--- src/rtl/oled_seq_pkg.sv ---
package oled_seq_pkg;

    typedef enum logic [3:0] {
        ST_OFF,
        ST_RST,
        ST_INIT,
        ST_ADDR,
        ST_CLEAR,
        ST_HVWAIT,
        ST_DISPON,
        ST_ON,
        ST_DISPOFF,
        ST_DRAIN,
        ST_DONE
    } seq_state_e;

    typedef enum logic [1:0] {
        STAT_IDLE = 2'd0,
        STAT_BUSY = 2'd1,
        STAT_ON   = 2'd2,
        STAT_DONE = 2'd3
    } seq_status_e;

    typedef struct packed {
        logic       valid;
        logic       is_data;
        logic [7:0] val;
    } tx_beat_t;

    localparam int INIT_LEN = 22;
    localparam int ADDR_LEN = 3;

    localparam logic [7:0] CMD_PANEL_ON  = 8'hAF;
    localparam logic [7:0] CMD_PANEL_OFF = 8'hAE;

    // configuration bytes sent after reset; ext selects the external-supply variant
    function automatic logic [7:0] init_cmd(input int i, input logic ext);
        logic [7:0] b;
        case (i)
            0:  b = 8'hAE;
            1:  b = 8'h00;
            2:  b = 8'h10;
            3:  b = 8'h40;
            4:  b = 8'h81;
            5:  b = ext ? 8'h8F : 8'hCF;
            6:  b = 8'hA1;
            7:  b = 8'hA6;
            8:  b = 8'hA8;
            9:  b = 8'h3F;
            10: b = 8'hD3;
            11: b = 8'h00;
            12: b = 8'hD5;
            13: b = 8'h80;
            14: b = 8'hD9;
            15: b = ext ? 8'h22 : 8'hF1;
            16: b = 8'hDA;
            17: b = 8'h12;
            18: b = 8'hDB;
            19: b = 8'h40;
            20: b = 8'h8D;
            21: b = ext ? 8'h10 : 8'h14;
            default: b = 8'hE3;
        endcase
        return b;
    endfunction

    // column 0 low nibble, column 0 high nibble, page 0
    function automatic logic [7:0] addr_cmd(input int i);
        logic [7:0] b;
        case (i)
            0:       b = 8'h00;
            1:       b = 8'h10;
            default: b = 8'hB0;
        endcase
        return b;
    endfunction

    function automatic seq_status_e status_of(input seq_state_e s);
        seq_status_e r;
        case (s)
            ST_OFF:  r = STAT_IDLE;
            ST_ON:   r = STAT_ON;
            ST_DONE: r = STAT_DONE;
            default: r = STAT_BUSY;
        endcase
        return r;
    endfunction

endpackage

--- src/rtl/oled_ms_timer.sv ---
module oled_ms_timer #(
    parameter int W = 16
) (
    input  logic         clk,
    input  logic         rst,
    input  logic         load,
    input  logic [W-1:0] load_val,
    output logic         zero
);
    logic [W-1:0] cnt;

    always_ff @(posedge clk) begin
        if (rst) begin
            cnt <= '0;
        end else if (load) begin
            cnt <= load_val;
        end else if (cnt != '0) begin
            cnt <= cnt - 1'b1;
        end
    end

    assign zero = (cnt == '0);

endmodule

--- src/rtl/oled_step_cnt.sv ---
module oled_step_cnt #(
    parameter int W = 11
) (
    input  logic         clk,
    input  logic         rst,
    input  logic         inc,
    input  logic [W-1:0] limit,
    output logic [W-1:0] cnt,
    output logic         last
);
    assign last = (cnt == limit - 1'b1);

    always_ff @(posedge clk) begin
        if (rst) begin
            cnt <= '0;
        end else if (inc) begin
            cnt <= last ? '0 : cnt + 1'b1;
        end
    end

endmodule

--- src/rtl/oled_pwr_seq.sv ---
module oled_pwr_seq
    import oled_seq_pkg::*;
#(
    parameter int CLK_HZ    = 100_000_000,
    parameter int RESET_MS  = 10,
    parameter int SETTLE_MS = 100,
    parameter int COLUMNS   = 128,
    parameter int PAGES     = 8
) (
    input  logic       clk,
    input  logic       rst,
    input  logic       power_up_req,
    input  logic       power_down_req,
    input  logic       ext_hv_mode,
    output logic       panel_rst_n,
    output logic       hv_supply_en,
    output logic       tx_valid,
    input  logic       tx_ready,
    output logic [7:0] tx_byte,
    output logic       tx_is_data,
    output logic [1:0] state_code
);
    localparam int TICKS_MS     = CLK_HZ / 1000;
    localparam int RST_TICKS    = TICKS_MS * RESET_MS;
    localparam int SETTLE_TICKS = TICKS_MS * SETTLE_MS;
    localparam int MAX_TICKS    = (RST_TICKS > SETTLE_TICKS) ? RST_TICKS : SETTLE_TICKS;
    localparam int TMR_W        = $clog2(MAX_TICKS + 1);
    localparam int CLEAR_BYTES  = COLUMNS * PAGES;
    localparam int IDX_RAW      = $clog2(CLEAR_BYTES + 1);
    localparam int IDX_W        = (IDX_RAW > 5) ? IDX_RAW : 5;

    localparam logic [TMR_W-1:0] RST_LOAD    = TMR_W'(RST_TICKS - 1);
    localparam logic [TMR_W-1:0] SETTLE_LOAD = TMR_W'(SETTLE_TICKS - 1);

    seq_state_e        state, state_nx;
    logic              ext_q;
    logic              tmr_load, tmr_zero;
    logic [TMR_W-1:0]  tmr_val;
    logic [IDX_W-1:0]  idx, idx_limit;
    logic              idx_last;
    logic              xfer;
    logic              start_ok;
    tx_beat_t          beat;

    oled_ms_timer #(.W(TMR_W)) u_timer (
        .clk      (clk),
        .rst      (rst),
        .load     (tmr_load),
        .load_val (tmr_val),
        .zero     (tmr_zero)
    );

    oled_step_cnt #(.W(IDX_W)) u_step (
        .clk   (clk),
        .rst   (rst),
        .inc   (xfer),
        .limit (idx_limit),
        .cnt   (idx),
        .last  (idx_last)
    );

    // byte length of the stream phase the sequencer is in
    always_comb begin
        case (state)
            ST_INIT:  idx_limit = IDX_W'(INIT_LEN);
            ST_ADDR:  idx_limit = IDX_W'(ADDR_LEN);
            ST_CLEAR: idx_limit = IDX_W'(CLEAR_BYTES);
            default:  idx_limit = IDX_W'(1);
        endcase
    end

    // byte offered to the transport
    always_comb begin
        beat = '0;
        case (state)
            ST_INIT:    beat = '{valid: 1'b1, is_data: 1'b0, val: init_cmd(int'(idx), ext_q)};
            ST_ADDR:    beat = '{valid: 1'b1, is_data: 1'b0, val: addr_cmd(int'(idx))};
            ST_CLEAR:   beat = '{valid: 1'b1, is_data: 1'b1, val: 8'h00};
            ST_DISPON:  beat = '{valid: 1'b1, is_data: 1'b0, val: CMD_PANEL_ON};
            ST_DISPOFF: beat = '{valid: 1'b1, is_data: 1'b0, val: CMD_PANEL_OFF};
            default:    beat = '0;
        endcase
    end

    assign xfer     = beat.valid & tx_ready;
    assign start_ok = power_up_req & ((state == ST_OFF) | (state == ST_DONE));

    always_comb begin
        state_nx = state;
        tmr_load = 1'b0;
        tmr_val  = SETTLE_LOAD;
        case (state)
            ST_OFF, ST_DONE: begin
                if (start_ok) begin
                    state_nx = ST_RST;
                    tmr_load = 1'b1;
                    tmr_val  = RST_LOAD;
                end
            end
            ST_RST:   if (tmr_zero) state_nx = ST_INIT;
            ST_INIT:  if (xfer && idx_last) state_nx = ST_ADDR;
            ST_ADDR:  if (xfer && idx_last) state_nx = ST_CLEAR;
            ST_CLEAR: begin
                if (xfer && idx_last) begin
                    state_nx = ST_HVWAIT;
                    tmr_load = 1'b1;
                end
            end
            ST_HVWAIT: if (tmr_zero) state_nx = ST_DISPON;
            ST_DISPON: if (xfer) state_nx = ST_ON;
            ST_ON:     if (power_down_req) state_nx = ST_DISPOFF;
            ST_DISPOFF: begin
                if (xfer) begin
                    state_nx = ST_DRAIN;
                    tmr_load = 1'b1;
                end
            end
            ST_DRAIN: if (tmr_zero) state_nx = ST_DONE;
            default:  state_nx = ST_OFF;
        endcase
    end

    always_ff @(posedge clk) begin
        if (rst) begin
            state <= ST_OFF;
            ext_q <= 1'b0;
        end else begin
            state <= state_nx;
            if (start_ok) begin
                ext_q <= ext_hv_mode;
            end
        end
    end

    assign tx_valid     = beat.valid;
    assign tx_byte      = beat.val;
    assign tx_is_data   = beat.is_data;
    assign panel_rst_n  = !((state == ST_OFF) || (state == ST_RST) || (state == ST_DONE));
    assign hv_supply_en = ext_q && ((state == ST_HVWAIT) || (state == ST_DISPON) ||
                                    (state == ST_ON) || (state == ST_DISPOFF));
    assign state_code   = status_of(state);

    AST_NO_TX_IN_RESET: assert property (@(posedge clk) disable iff (rst)
        !panel_rst_n |-> !tx_valid);

    AST_STALL_HOLD: assert property (@(posedge clk) disable iff (rst)
        (tx_valid && !tx_ready) |=> (tx_valid && $stable(tx_byte) && $stable(tx_is_data)));

    AST_CLEAR_ZERO: assert property (@(posedge clk) disable iff (rst)
        (tx_valid && tx_is_data) |-> (tx_byte == 8'h00));

    AST_HV_AFTER_CLEAR: assert property (@(posedge clk) disable iff (rst)
        $rose(hv_supply_en) |-> ($past(state) == ST_CLEAR));

    AST_DONE_SAFE: assert property (@(posedge clk) disable iff (rst)
        (state_code == STAT_DONE) |-> (!hv_supply_en && !panel_rst_n));

    AST_STRAP_HELD: assert property (@(posedge clk) disable iff (rst)
        ((state != ST_OFF) && (state != ST_DONE) && ($past(state) != ST_OFF) &&
         ($past(state) != ST_DONE)) |-> $stable(ext_q));

    AST_ON_STATE_QUIET: assert property (@(posedge clk) disable iff (rst)
        (state_code == STAT_ON) |-> (!tx_valid && panel_rst_n));

endmodule

--- config.mk ---
export PLATFORM = sky130hd
export DESIGN_NAME = oled_pwr_seq
export DESIGN_NICKNAME = d
export VERILOG_FILES = /design/src/rtl/oled_seq_pkg.sv /design/src/rtl/oled_ms_timer.sv /design/src/rtl/oled_step_cnt.sv /design/src/rtl/oled_pwr_seq.sv
export SDC_FILE = /design/constraint.sdc
export NUM_CORES = 1
export LEC_CHECK = 0
export BUFFER_PORTS_ARGS = -buffer_cell sky130_fd_sc_hd__clkbuf_2
export CAP_MARGIN = 20
export CELL_PAD_IN_SITES_DETAIL_PLACEMENT = 1
export CELL_PAD_IN_SITES_GLOBAL_PLACEMENT = 1
export CORE_ASPECT_RATIO = 0.6
export CORE_UTILIZATION = 40
export DETAILED_ROUTE_END_ITERATION = 6
export PLACE_DENSITY = 0.79
export SETUP_SLACK_MARGIN = 0.4
export SYNTH_ARGS = -nofsm -noshare
export SYNTH_HDL_FRONTEND = slang
export SYNTH_HIERARCHICAL = 1
export SYNTH_SLANG_ARGS = --single-unit
--- constraint.sdc ---
create_clock -name clk -period 5.5 [get_ports clk]
set_input_delay 0 -clock clk [delete_from_list [all_inputs] [get_ports clk]]
set_output_delay 0 -clock clk [all_outputs]
set_load 0.01 [all_outputs]
* Word level (Yosys, flattened, before mapping) *
Cells that the tools add are included.

storage, ports and cells
  bits in latches = 0
  register bits = 40
  logic and storage cells = 97
  memories kept = 0
  bits in read-only memories = 0
  bits of input ports = 6
  RAM bits = 0
  output and inout bits = 14

operators by class
  divide/modulo/power cells = 0
  equal/unequal tests = 42
  order comparisons = 0
  shifts and indexed selects = 0
  $mul = 0
  muxes and demuxes = 28
  add/subtract/negate cells = 3
  bitwise gates (word level) = 3
  reductions and logical operators = 17

operator list
  kind                                                   count
  one-hot mux 8 bit (20 select lines)                    1
  2-to-1 mux 24 bit                                      4
  equality test 11 x 4 -> 1 bit (second input constant)  8
  equality test 11 x 5 -> 1 bit (second input constant)  6
  one-hot mux 10 bit (5 select lines)                    1
  equality test 11 x 3 -> 1 bit (second input constant)  4
  2-to-1 mux 4 bit                                       10
  one-hot mux 4 bit (10 select lines)                    1
  one-hot mux 11 bit (3 select lines)                    1
  logical NOT 24 bit                                     1
  nonzero test 24 bit                                    1
  subtractor 24 x 1 -> 24 bit (second input constant)    1
  equality test 11 x 2 -> 1 bit (second input constant)  2
  inequality test 2 bit (second input constant)          10
  equality test 4 x 3 -> 1 bit (second input constant)   4
  one-hot mux 8 bit (2 select lines)                     1
  equality test 4 bit (second input constant)            3
  adder 11 x 1 -> 11 bit (second input constant)         1
  equality test 11 x 1 -> 1 bit (second input constant)  1
  equality test 11 bit                                   1
  logical NOT 11 bit                                     1
  2-to-1 mux 11 bit                                      1
  subtractor 11 x 1 -> 11 bit (second input constant)    1
  AND reduction 10 bit                                   1
  other kinds (16)                                       27

* Longest topological paths before layout *
Gate-level depths: netlist (run 1).

  word-level depth = 9
  mapped depth = 19
  gate-level depth less buffers = 16

* Hierarchy *
Netlist (run 1), hierarchy kept.

by module, submodules not included
  module         sequential area each (sq um)  area each (sq um)  times used  cells each
  oled_ms_timer  480.5                         1310.0             1           161
  oled_pwr_seq   100.1                         1134.8             1           187
  oled_step_cnt  220.2                         1037.2             1           122

* Worst setup path after synthesis (run 1) *
No wires, ideal clock.

  path kind = flip-flop to flip-flop
  from = register state[3]
  to = register u_timer.cnt[8]
  buffers on the path = 5
  arrival time = 4237 ps
  period minus slack after synthesis = 4333 ps
  library setup time = 95 ps
  setup slack = 1167 ps
  stages on the path, launching flop included = 20
  required time = 5405 ps
  path through = dfxtp_1 nand2b_1 buf_6 or3_4 inv_1 nor2_1 clkbuf_1 inv_1 ha_1 or4b_4 nor2_1 a31oi_1 or4_4 buf_6 nor2_8 a32o_1 clkbuf_1 clkbuf_1 nor2_1 a221oi_1

between the ends
  cells in the longest elaborated chain, start to end = 8
  elaborated cells between the ends (all ways) = 23
  those cells by class = add/sub: 1; eq/ne: 7; mux: 8; bitwise: 3; reduce/logical: 4

ends and longest elaborated chain
  item                                                                          RTL line             source
  from (decl)                                                                   oled_pwr_seq.sv:35   seq_state_e state, state_nx;
  from (signal assigned)                                                        oled_pwr_seq.sv:128  state <= state_nx;
  equality test 4 x 3 -> 1 bit or equality test 4 x 2 -> 1 bit (tied branches)  oled_pwr_seq.sv:64   case (state)
  one-hot mux 11 bit (3 select lines) *                                         oled_pwr_seq.sv:64
  net idx_limit[2]                                                              oled_pwr_seq.sv:39   logic [IDX_W-1:0] idx, idx_limit;
  subtractor 11 x 1 -> 11 bit *                                                 oled_step_cnt.sv:11  assign last = (cnt == limit - 1'b1);
  equality test 11 bit *                                                        oled_step_cnt.sv:11
  net idx_last                                                                  oled_pwr_seq.sv:40   logic idx_last;
  logical AND 1 bit *                                                           oled_pwr_seq.sv:104  if (xfer && idx_last) begin
  2-to-1 mux 1 bit *                                                            oled_pwr_seq.sv:104
  one-hot mux 1 bit (3 select lines) *                                          oled_pwr_seq.sv:92   case (state)
  net tmr_load                                                                  oled_pwr_seq.sv:37   logic tmr_load, tmr_zero;
  2-to-1 mux 24 bit or nonzero test 2 bit (tied branches)                       --
  to (signal assigned)                                                          oled_ms_timer.sv:16  cnt <= load_val;
  to (signal assigned)                                                          oled_ms_timer.sv:18  cnt <= cnt - 1'b1;
  to (decl)                                                                     oled_ms_timer.sv:10  logic [W-1:0] cnt;

The timed path passes the listed nets; every way through them passes the cells marked *.
A chain may end at the register's enable or synchronous reset.

* Worst setup path in the final report (run 1) *
  from = register state[3]
  to = register u_timer.cnt[15]

Same word-level chain as after synthesis.

==> metrics.yaml, run 1 <==
starting_utilization_of_the_core_area_pct: 42.65
wl_per_cell_um: 17.83
drtAntennaViolNets: 0
synth-simple-area-share_pct: 31.66
dpl_worst_slack_ns: 0.6820
worstPathRequired_ns: 5.71
post-cts-setup-buffers: 0
min_period_over_period_pct: 87.73
drcViolationCount: 0
initialDrtViolationCount: 310
synth.distinct_cells: 78
fmaxAchievable_ghz: 0.2072
design.core.area_um2: 8164
maximum_vdd_drop_mv: 0.1441
avgSynthCellArea_um2: 7.409
power_leakage_nw: 1.506
totalNegativeSetupSlack_ns: 0
clock_latency_ns: 0.28
synth-main-ff-cell: "dfxtp_1"
outcome: "finished, final reports clean"
global_route_wire_length_before_repair_um: 17420
timing.max_slew.rel_slack_pct: 34.24
post_drt_via_cell_ratio: 5.790
switching_share_pct: 41.65
rows: 25
cts_root_buf: "clkbuf_16"
yosys_register_bits: 40
power_frac_seq_pct: 33.5
grt.overflow.total: 0
final-setup-viol-count: 0
cp_top_family: "simple AND/OR/NAND/NOR gates"
largest_family_of_logic_cells_by_synthesized_area: "simple AND/OR/NAND/NOR gates"
n_antenna_cell: 0
dieArea_um2: 9094
power_frac_comb_pct: 43.6
worst_path_largest_cell_delay_ns: 0.57
timing.final.ws_setup_ns: 0.6749
number_of_primary_i_o_pins: 20
total_non_filler_cell_area_in_the_finished_layout_um2: 3916
fin_nets: 521
yosys_warnings: 6
worstPathBufferInverterCount: 3
p_switching_mw: 0.5117
synth-seq-area-share_pct: 23.00
fin_skew_ns: 0.004297
drive_above_1_share_pct: 11.15
finalCoreUtilization_pct: 47.97
die_w_um: 122.5
critical_setup_path_class: "flop to flop"
min-delay-path-class: "primary input to flop"
syn-instance-count: 470
pwr_density_cell_nw_per_um2: 313.7
final_max_slew_viol_count: 0
rsz0062_at_grt: "no"
synth_mux_area_share_pct: 0.8624
detail_route.wirelength_um: 11040
endpoint_kind: "flop"
cts-root-to-sink-buffers: 2
place.port_buffers: 19
cap_violations: 0
grt_max_degree: 31
worst_ep_arrival_time_ns: 5.03
synth-async-reset-ratio_pct: 0
hold_viol: 0
crit_chain: "nand2b_1 -> or3_4 -> inv_1 -> nor2_1 -> inv_1 -> ha_1 -> or4b_4 -> nor2_1 -> a31oi_1 -> or4_4 -> nor2_8 -> a32o_1 -> nor2b_1 -> buf_4 -> nand2_1 -> o21ai_0"
intPower_mw: 0.7169
synth_edf_count: 0
syn2layout_area_growth_pct: 12.47
clock_power_share_pct: 22.9
tightestPinTransition_ns: 0.9851
synth-compound-area-share_pct: 26.52
clk_pin_slew_ns: 0.06
clock_tree_from_tritoncts: "built"
vias: 3584
ctsHtreeMaxLevel: 2
synthesis.area_um2: 3482
critPathSlowestCell: "or4_4"
clock_sink_total: 40
place.gp.congestion: 0.9009
tritoncts.num_buffers: 5
synth_xor_area_share_pct: 9.810
worstSetupStartpointType: "flop"
critical_path_peak_fanout: 16
detailedRoute.firstPassIterationCount: 4
antenna_found_initial: 0
first_global_vias: 3222
globalRouteTotalUtil_pct: 24.81
dp_hpwl_um: 8144
synth-adder-area-share_pct: 1.725
postPlaceCellArea_um2: 3770
dieHeight_um: 74.27
final_period_minus_worst_setup_slack_ns: 4.825
final timing paths:
path | from | to | slack, ns | depth (start not counted)
setup / recovery | state[3] | u_timer/cnt[15] | 0.67 | 16
hold reg to reg | u_timer/cnt[18] | u_timer/cnt[18] | 0.58 | 2
setup reg to reg | state[3] | u_timer/cnt[15] | 0.67 | 16
hold / removal | power_up_req | state[1] | 0.20 | 4
stage by stage:
step | power [mW] | cells | hold WS [ns]
2_1_floorplan | 0.7924 | 507 | 0.06465
3_3_place_gp | 0.9111 | 611 | 0.2737
3_5_place_dp | 0.9301 | 611 | 0.2645
4_1_cts | 1.223 | 619 | 0.1907
5_1_grt | 1.303 | 619 | 0.2764
6_report | 1.229 | 619 | 0.2045
worst register-to-register path, cell delays in order (launching register included):
cell      delay [ns]
dfxtp_1         0.46
nand2b_1        0.25
or3_4           0.37
inv_1           0.32
nor2_1          0.25
inv_1           0.12
ha_1            0.26
or4b_4          0.53
nor2_1          0.13
a31oi_1         0.10
or4_4           0.57
nor2_8          0.26
a32o_1          0.25
nor2b_1         0.47
buf_4           0.27
nand2_1         0.07
o21ai_0         0.09
registers in the layout, summed over array words and instances, names as in the netlist:
register,cells
ext_q,1
u_step/cnt,11
u_timer/cnt,24
state,4
Yosys cell counts (5+ instances only):
cell	count	share of area, %
nand2b_1	15	2.7
o21bai_1	5	1.1
dfxtp_1	40	23
clkbuf_1	22	2.4
a21oi_1	24	3.4
inv_1	15	1.6
o21ai_0	34	4.9
a211oi_2	7	2.5
xnor2_1	16	4.0
nand2_1	50	5.4
nor2b_1	10	1.8
and3_1	9	1.6
a31oi_1	5	0.90
nor2_1	39	4.2
o22ai_1	5	0.90
or3_1	8	1.4
nor4_1	6	1.1
nand4_1	7	1.3
nand3_1	9	1.3
nor3_1	16	2.3
xor2_1	23	5.8
power groups by stage:
stage	Sequential, mW	Combinational (mW)	Clock, mW
floorplan	0.390	0.402	0
global placement	0.409	0.502	0
detailed placement	0.414	0.516	0
CTS	0.408	0.523	0.291
global route	0.418	0.584	0.302
finish	0.411	0.536	0.282
routing by layer:
layer / part of all wire (%) / vias up / global-route usage, %
met5: 0 / - / 0
met4: 0.27 / 0 / 3.794
met3: 4.0 / 4 / 3.758
met2: 40 / 70 / 34.14
met1: 56 / 1762 / 39.99
li1: - / 1748 / -
cell usage in the layout, fill, tap and decap left out, types with 6 or more instances in the layout:
master / netlist / final
or3_1: 8 / 8
dfxtp_1: 40 / 40
nor2b_1: 10 / 10
a211oi_2: 7 / 7
clkbuf_2: 1 / 19
buf_4: 1 / 10
nand4_1: 7 / 7
o21ai_0: 34 / 34
and3_1: 9 / 9
a21oi_1: 24 / 24
conb_1: 2 / 39
nor4_1: 6 / 6
nand3_1: 9 / 9
xor2_1: 23 / 23
nand2_1: 50 / 50
nor3_1: 16 / 16
nand2b_1: 15 / 14
xnor2_1: 16 / 16
inv_1: 15 / 15
nor2_1: 39 / 39
cell type report:
class	count	area, µm²
clock buffers	6	128.9
clock inverters	1	5.005
fillers	1061	4248
inverters	16	60.06
multi-input cells	418	2606
flip-flops and latches	40	800.8
well taps	108	135.1
repair buffers	30	180.2
what timing repair did:
item | CTS | global route
resized for setup | 0 | 1
endpoints found under the setup margin | 0 | 12
endpoints found under the hold margin | 1 | 0
hold buffers | 1 | 0
cell families after synthesis:
family | after synthesis
adders and majority gates | 5
AOI/OAI and AO/OA | 131
muxes | 3
and+or+nand+nor | 201
xor gates and xnor gates | 39
buffers and inverters | 49
other | 2
DFF | 40
Power figures use the tool's default switching activity.
==> run 2: changes to the inputs <==
--- a/config.mk
+++ b/config.mk
@@ -10,11 +10,10 @@
 export CELL_PAD_IN_SITES_DETAIL_PLACEMENT = 1
 export CELL_PAD_IN_SITES_GLOBAL_PLACEMENT = 1
 export CORE_ASPECT_RATIO = 0.6
-export CORE_UTILIZATION = 40
+export CORE_UTILIZATION = 45
 export DETAILED_ROUTE_END_ITERATION = 6
-export PLACE_DENSITY = 0.79
+export PLACE_DENSITY = 0.87
 export SETUP_SLACK_MARGIN = 0.4
 export SYNTH_ARGS = -nofsm -noshare
 export SYNTH_HDL_FRONTEND = slang
-export SYNTH_HIERARCHICAL = 1
 export SYNTH_SLANG_ARGS = --single-unit
==> run 2 against run 1 <==
Total power is 42% lower. First-iteration DRC count is 24% lower. Critical path depth is 5 lower. Cell count is 23% lower. Register-to-register slack better by 0.84 ns. Clock power is 35% lower. Non-clock buffer count is 9 lower. Highest routed layer unchanged. Critical endpoint is now u_timer.cnt[20]. Via count is 19% lower. Worst setup slack better by 0.84 ns. Wire length is 20% lower.
==> metrics.yaml, run 2 <==
outcome: "finished, final reports clean"
grt_use_met2_pct: 36.61  # +2.5 points
starting_utilization_of_the_core_area_pct: 47.59  # +4.9 points
power_frac_comb_pct: 25.2  # -18 points
yosysTopAreaCellShare_pct: 27.05  # +4.1 points
clk_pin_slew_ns: 0.08  # +0.02 ns
global_route_wire_length_before_repair_um: 14630  # -16%
wl_per_cell_um: 18.45  # +3.5%
totalNegativeSetupSlack_ns: 0  # unchanged
syn2layout_area_growth_pct: 6.424
worstPathRequired_ns: 5.71  # about the same
min_delay_worst_endpoint: "ext_q"
detail_route.wirelength_um: 8818  # -20%
avgSynthCellArea_um2: 7.552  # +1.9%
intPower_mw: 0.4764  # -34%
p_switching_mw: 0.2361  # -54%
crit_chain: "nor4b_1 -> clkinv_1 -> nand2_1 -> ha_1 -> ha_1 -> xor2_1 -> a32oi_1 -> a21oi_1 -> nand4_1 -> o21a_1 -> a21oi_1"
synth.distinct_cells: 64  # -18%
synth_nets: 407
drcViolationCount: 0  # unchanged
power_frac_seq_pct: 49.1  # +16 points
gr-max-usage-layer: "met1"
rr_worst_depth: 11  # -5
fmaxAchievable_ghz: 0.2508  # +21%
layout.cells.most_common_list: "nor2_1 (48), dfxtp_1 (40), nand2_1 (34)"
initialDrtViolationCount: 236  # -24%
finalCoreUtilization_pct: 50.64  # +2.7 points
final-setup-viol-count: 0  # unchanged
final_common_cell: "nor2_1"
synthesis.area_um2: 2960  # -15%
dp_hpwl_um: 6672  # -18%
dieArea_um2: 6917  # -24%
critical_path_peak_fanout: 18  # +2
design.core.area_um2: 6221  # -24%
rows: 22  # -12%
number_of_primary_i_o_pins: 20  # unchanged
reg2reg_to: "u_timer.cnt[20]"
drtAntennaViolNets: 0  # unchanged
ctsResizeCount: 0  # unchanged
cts.hold.buffers_added: 0  # -1
first_global_vias: 2830  # -12%
vias: 2911  # -19%
die_w_um: 106.7  # -13%
post_drt_via_cell_ratio: 6.090  # +5.2%
globalRouteTotalUtil_pct: 27.01  # +2.2 points
cts-root-to-sink-buffers: 2  # unchanged
cap_violations: 0  # unchanged
yosys_warnings: 0  # -6
rsz0062_at_grt: "no"
largest_registers: "u_timer.cnt: 24 flops, u_step.cnt: 11 flops, state: 4 flops"
groute.layer.met3.usage_pct: 7.445  # +3.7 points
tightestPinTransition_ns: 0.9966  # +0.01155 ns
clock_latency_ns: 0.30  # +0.02 ns
clock_tree_from_tritoncts: "built"
hold_viol: 0  # unchanged
worstSetupStartpointType: "flop"
global_route.usage.met1_pct: 42.05  # +2.1 points
crit-reg2reg-launch: "state[1]"
commonest_cells_post_synth: "nor2_1 (48), dfxtp_1 (40), nand2_1 (34)"
ctsHtreeMaxLevel: 2  # unchanged
critical_setup_path_class: "flop to flop"
post_synth_main_area_contributors: "dfxtp_1 (27%), nor2_1 (6.1%), xor2_1 (5.0%)"
syn-instance-count: 392  # -17%
pwr_density_cell_nw_per_um2: 226.1  # -28%
worst_ep_arrival_time_ns: 4.19  # -0.84 ns
final_max_slew_viol_count: 0  # unchanged
synth-main-ff-cell: "dfxtp_1"
yosysMostFrequentCell: "nor2_1"
critPathSlowestCell: "dfxtp_1"
fin_skew_ns: 0.01124  # +0.006940 ns
maximum_vdd_drop_mv: 0.1195  # -17%
yosys_register_bits: 40  # unchanged
grt_max_degree: 27  # -13%
place.gp.congestion: 0.9027  # +0.20%
min-delay-path-class: "primary input to flop"
clock_sink_total: 40  # unchanged
switching_share_pct: 33.14  # -8.5 points
worst_path_largest_cell_delay_ns: 0.64  # +0.07 ns
synth_top_area_cell: "dfxtp_1"
endpoint_kind: "flop"
grt.overflow.total: 0  # unchanged
fin_nets: 409  # -21%
clock_power_share_pct: 25.7  # +2.8 points
hold_path.startpoint: "ext_hv_mode"
synth_edf_count: 0  # unchanged
antenna_found_initial: 0  # unchanged
largest_reg_flops: 24  # unchanged
power_leakage_nw: 1.263  # -16%
tritoncts.num_buffers: 5  # unchanged
drive_above_1_share_pct: 11.17  # +0.013 points
min_period_over_period_pct: 72.48  # -15 points
dieHeight_um: 64.83  # -13%
timing.max_slew.rel_slack_pct: 32.71  # -1.5 points
regMostFlops: "u_timer.cnt"
rrSetupSlack_ns: 1.51  # +0.84 ns
detailedRoute.firstPassIterationCount: 5  # +1
timing.hold.worst_path_depth: 3  # -1
synth-async-reset-ratio_pct: 0  # unchanged
post-cts-setup-buffers: 0  # unchanged
place.port_buffers: 19  # unchanged
final_period_minus_worst_setup_slack_ns: 3.987  # -0.8386 ns
synth-seq-area-share_pct: 27.05  # +4.1 points
cts_root_buf: "clkbuf_8"
n_antenna_cell: 0  # unchanged
-- run 2: critical path, delay by kind of cell (launching register included) --
family,cells,cell delay (ns)
and+or+nand+nor,3,1.05
AOI/OAI and AO/OA,4,1.05
xor gates and xnor gates,1,0.21
adders and majority gates,2,0.44
buffers and inverters,1,0.51
DFF,1,0.64
-- run 2: area by class of cell --
type / instances / area, µm²
well taps: 84 / 105.1
flip-flops and latches: 40 / 800.8
clock buffers: 6 / 72.57
fillers: 816 / 3070
inverters: 14 / 52.55
multi-input cells: 312 / 2007
repair buffers: 21 / 107.6
clock inverters: 1 / 5.005
-- run 2: power groups by stage --
stage / clock network (mW) / logic, mW / registers (mW)
3_3_place_gp: 0 / 0.168 / 0.352
4_1_cts: 0.188 / 0.178 / 0.349
5_1_grt: 0.201 / 0.200 / 0.353
3_5_place_dp: 0 / 0.176 / 0.355
6_report: 0.183 / 0.179 / 0.350
2_1_floorplan: 0 / 0.147 / 0.339
-- run 2: worst max path at each step --
| stage | start | to | slack [ns] |
|---|---|---|---|
| after floorplan | state[0] | u_timer.cnt[10] | 2.35 |
| after global placement | state[1] | u_timer.cnt[14] | 1.88 |
| after detailed placement | state[1] | u_timer.cnt[20] | 1.59 |
| after CTS | state[1] | u_timer.cnt[20] | 1.55 |
| after global routing | state[1] | u_timer.cnt[20] | 1.04 |
| final | state[1] | u_timer.cnt[20] | 1.51 |
-- run 2: cells by family (layout without fill, tap and decap cells) --
kind of cell,count (synthesis),after routing,synth area share [%]
compound gates,100,100,22.87
xor+xnor,32,32,9.467
fa+ha+maj,10,10,4.142
buf+inv,40,42,5.156
flops,40,40,27.05
mux,10,10,3.424
simple gates,160,160,27.90
-- run 2: layer usage --
layer	up-vias	routed length, µm
met5	-	0
met2	96	3420
met4	0	39
li1	1420	-
met3	6	713
met1	1389	4645
-- run 2: stage by stage --
stage	setup slack [ns]	hold slack, ns	instances	total power, mW	area (µm²)
CTS	1.548	0.01028	477	0.7146	3146
global placement	1.876	0.2627	470	0.5200	3068
finish	1.514	0.01400	478	0.7125	3151
floorplan	2.348	0.1031	392	0.4857	2960
detailed placement	1.588	0.3021	470	0.5307	3068
global route	1.038	0.01338	478	0.7548	3151
==> run 3: changes to the inputs <==
--- a/config.mk
+++ b/config.mk
@@ -10,9 +10,9 @@
 export CELL_PAD_IN_SITES_DETAIL_PLACEMENT = 1
 export CELL_PAD_IN_SITES_GLOBAL_PLACEMENT = 1
 export CORE_ASPECT_RATIO = 0.6
-export CORE_UTILIZATION = 45
+export CORE_UTILIZATION = 41
 export DETAILED_ROUTE_END_ITERATION = 6
-export PLACE_DENSITY = 0.87
+export PLACE_DENSITY = 0.84
 export SETUP_SLACK_MARGIN = 0.4
 export SYNTH_ARGS = -nofsm -noshare
 export SYNTH_HDL_FRONTEND = slang
==> constraint.sdc (replaced) <==
create_clock -name clk -period 3.24 [get_ports clk]
set_input_delay 0 -clock clk [delete_from_list [all_inputs] [get_ports clk]]
set_output_delay 0 -clock clk [all_outputs]
set_load 0.01 [all_outputs]
==> run 3 against run 2 <==
Clock-buffer cell count down 1. Worst setup slack got worse by 1.1 ns. Register-to-register slack worse by 1.1 ns. Cell count grew 5.0%. Wire length increased by 29%. Largest power group unchanged. Sequential cell count unchanged. Combinational power rose by 120%. Critical path type is now flop to output pin.
==> metrics.yaml, run 3 (synthesized netlist as in run 2, its figures left out) <==
rows: 23  # +4.5%
antenna_found_initial: 0  # unchanged
critical_path_peak_fanout: 12  # -6
worstPathBufferInverterCount: 3  # +2
final_period_minus_worst_setup_slack_ns: 2.854
cts.hold.buffers_added: 0  # unchanged
place.gp.congestion: 1.008  # +12%
cts_root_buf: "clkbuf_16"
critical_setup_path_class: "flop to output pin"
pwr_density_cell_nw_per_um2: 438.8  # +94%
clock_latency_ns: 0.29  # about the same
regMostFlops: "u_timer.cnt"
initialDrtViolationCount: 255  # +8.1%
min_period_over_period_pct: 88.09
routed.top_layer: "met4"
syn2layout_area_growth_pct: 20.12
postPlaceCellArea_um2: 3193  # +4.1%
globalRouteTotalUtil_pct: 27.47  # +0.46 points
intPower_mw: 1.057  # +120%
critical_path_depth: 9  # -2
num-fill-cells: 847  # +3.8%
endpoint_kind: "output pin"
global_route_wire_length_before_repair_um: 16170  # +11%
crit_chain: "inv_1 -> ha_1 -> a21oi_1 -> o21ai_0 -> a211oi_1 -> buf_4 -> nor2_1 -> a311oi_1 -> clkbuf_2"
rsz0062_at_grt: "no"
cap_violations: 0  # unchanged
detailedRoute.firstPassIterationCount: 5  # unchanged
grt_max_degree: 23  # -15%
power_frac_seq_pct: 37.6  # -12 points
cts-root-to-sink-buffers: 2  # unchanged
timing.hold.worst_path_depth: 3  # unchanged
drive_above_1_share_pct: 21.93  # +11 points
detail_route.wirelength_um: 11340  # +29%
design.core.area_um2: 6820  # +9.6%
power_leakage_nw: 1.432  # +13%
final-setup-viol-count: 0  # unchanged
n_antenna_cell: 0  # unchanged
dieHeight_um: 67.82  # +4.6%
largest_reg_flops: 24  # unchanged
ctsHtreeMaxLevel: 2  # unchanged
worstPathRequired_ns: 3.24  # -2.47 ns
worst_path_largest_cell_delay_ns: 0.49  # -0.15 ns
clock_power_share_pct: 37.1  # +11 points
power_frac_comb_pct: 25.3  # about the same
final_common_cell: "nor2_1"
starting_utilization_of_the_core_area_pct: 43.40  # -4.2 points
critPathSlowestCell: "dfxtp_1"
dp_hpwl_um: 7168  # +7.4%
largest_registers: "u_timer.cnt: 24 flops, u_step.cnt: 11 flops, state: 4 flops"
die_w_um: 111.7  # +4.7%
total_non_filler_cell_area_in_the_finished_layout_um2: 3556  # +13%
hold_viol: 0  # unchanged
grt.overflow.total: 0  # unchanged
timing.max_slew.rel_slack_pct: 28.54  # -4.2 points
fmaxAchievable_ghz: 0.3504
final_max_slew_viol_count: 0  # unchanged
worst_ep_arrival_time_ns: 2.85  # -1.34 ns
maximum_vdd_drop_mv: 0.2771  # +130%
p_switching_mw: 0.5034  # +110%
vias: 3222  # +11%
first_global_vias: 3078  # +8.8%
outcome: "finished, final reports clean"
dr_wl_met2_um: 5185  # +52%
number_of_primary_i_o_pins: 20  # unchanged
min-delay-path-class: "primary input to flop"
clk_pin_slew_ns: 0.07  # about the same
clock_tree_from_tritoncts: "built"
drt-met1-wl_um: 5126  # +10%
clock_sink_total: 40  # unchanged
totalNegativeSetupSlack_ns: 0  # unchanged
cp_top_family: "compound AO/OA/AOI/OAI gates"
fin_skew_ns: 0.004670  # -0.006566 ns
post_drt_via_cell_ratio: 6.418  # +5.4%
wl_per_cell_um: 22.58  # +22%
tritoncts.num_buffers: 5  # unchanged
place.port_buffers: 19  # unchanged
rr_worst_depth: 9  # -2
drcViolationCount: 0  # unchanged
switching_share_pct: 32.26  # -0.87 points
fin_nets: 429  # +4.9%
met3_length_um: 826  # +16%
layout.cells.most_common_list: "nor2_1 (47), dfxtp_1 (36), nand2_1 (32)"
worstSetupStartpointType: "flop"
dieArea_um2: 7575  # +9.5%
drtAntennaViolNets: 0  # unchanged
tightestPinTransition_ns: 1.061  # +0.06401 ns
[run 3: changes by cell type in the layout (fill, tap and decap cells not counted), sizes merged]
cell | before | now
buf | 2 | 22
clkinvlp | 0 | 1
clkbuf | 25 | 24
bufinv | 0 | 1
[run 3: cell type report]
cell class	instances	area [µm²]	share of cell area (%)
flip-flops and latches	40	808.3	22.73
well taps	87	108.9	3.061
clock inverters	3	42.54	1.196
inverters	14	53.80	1.513
clock buffers	5	125.1	3.519
repair buffers	41	267.8	7.530
multi-input cells	312	2150	60.45
[run 3: worst min-delay path, delay by kind of cell]
kind / cells / cell delay, ns
buffers and inverters: 1 / 0.10
muxes: 1 / 0.08
and+or+nand+nor: 1 / 0.12
[run 3: path summary, 6_finish.rpt]
kind,start,endpoint,slack (ns)
setup / recovery,u_step.cnt[1],tx_byte[0],0.39
hold / removal,ext_hv_mode,ext_q,0.06
setup reg to reg,state[1],state[0],0.39
hold reg to reg,u_timer.cnt[5],u_timer.cnt[5],0.56
[run 3: timing repair]
item,4_1_cts,5_1_grt
setup buffers,5,2
pin swaps,5,8
setup endpoints to repair,37,41
gates cloned,0,0
gates resized for setup,10,23
[run 3: stage by stage]
stage          hold WS, ns  total power, mW  instances  worst slack (ns)  utilization (%)
6_report           0.05583            1.560        502            0.3859            52.14
5_1_grt            0.05106            1.608        502            0.2784            52.14
4_1_cts           0.001828            1.506        500            0.4047            50.41
3_5_place_dp        0.2635           0.9211        487            0.1353            46.82
3_3_place_gp        0.2600           0.8989        487            0.4484            46.82
2_1_floorplan       0.1031           0.8275        392            0.4120                -
[run 3: metal layers]
metal / global-route usage (%) / vias up
li1: - / 1462
met3: 5.757 / 24
met1: 37.18 / 1595
met4: 6.250 / 0
met2: 45.42 / 141
met5: 0 / -
[run 3: power groups by stage]
stage          sequential [mW]  combinational (mW)  clock [mW]
2_1_floorplan            0.575               0.252           0
3_3_place_gp             0.586               0.313           0
3_5_place_dp             0.590               0.331           0
4_1_cts                  0.581               0.356       0.570
5_1_grt                  0.590               0.421       0.598
6_report                 0.586               0.395       0.579
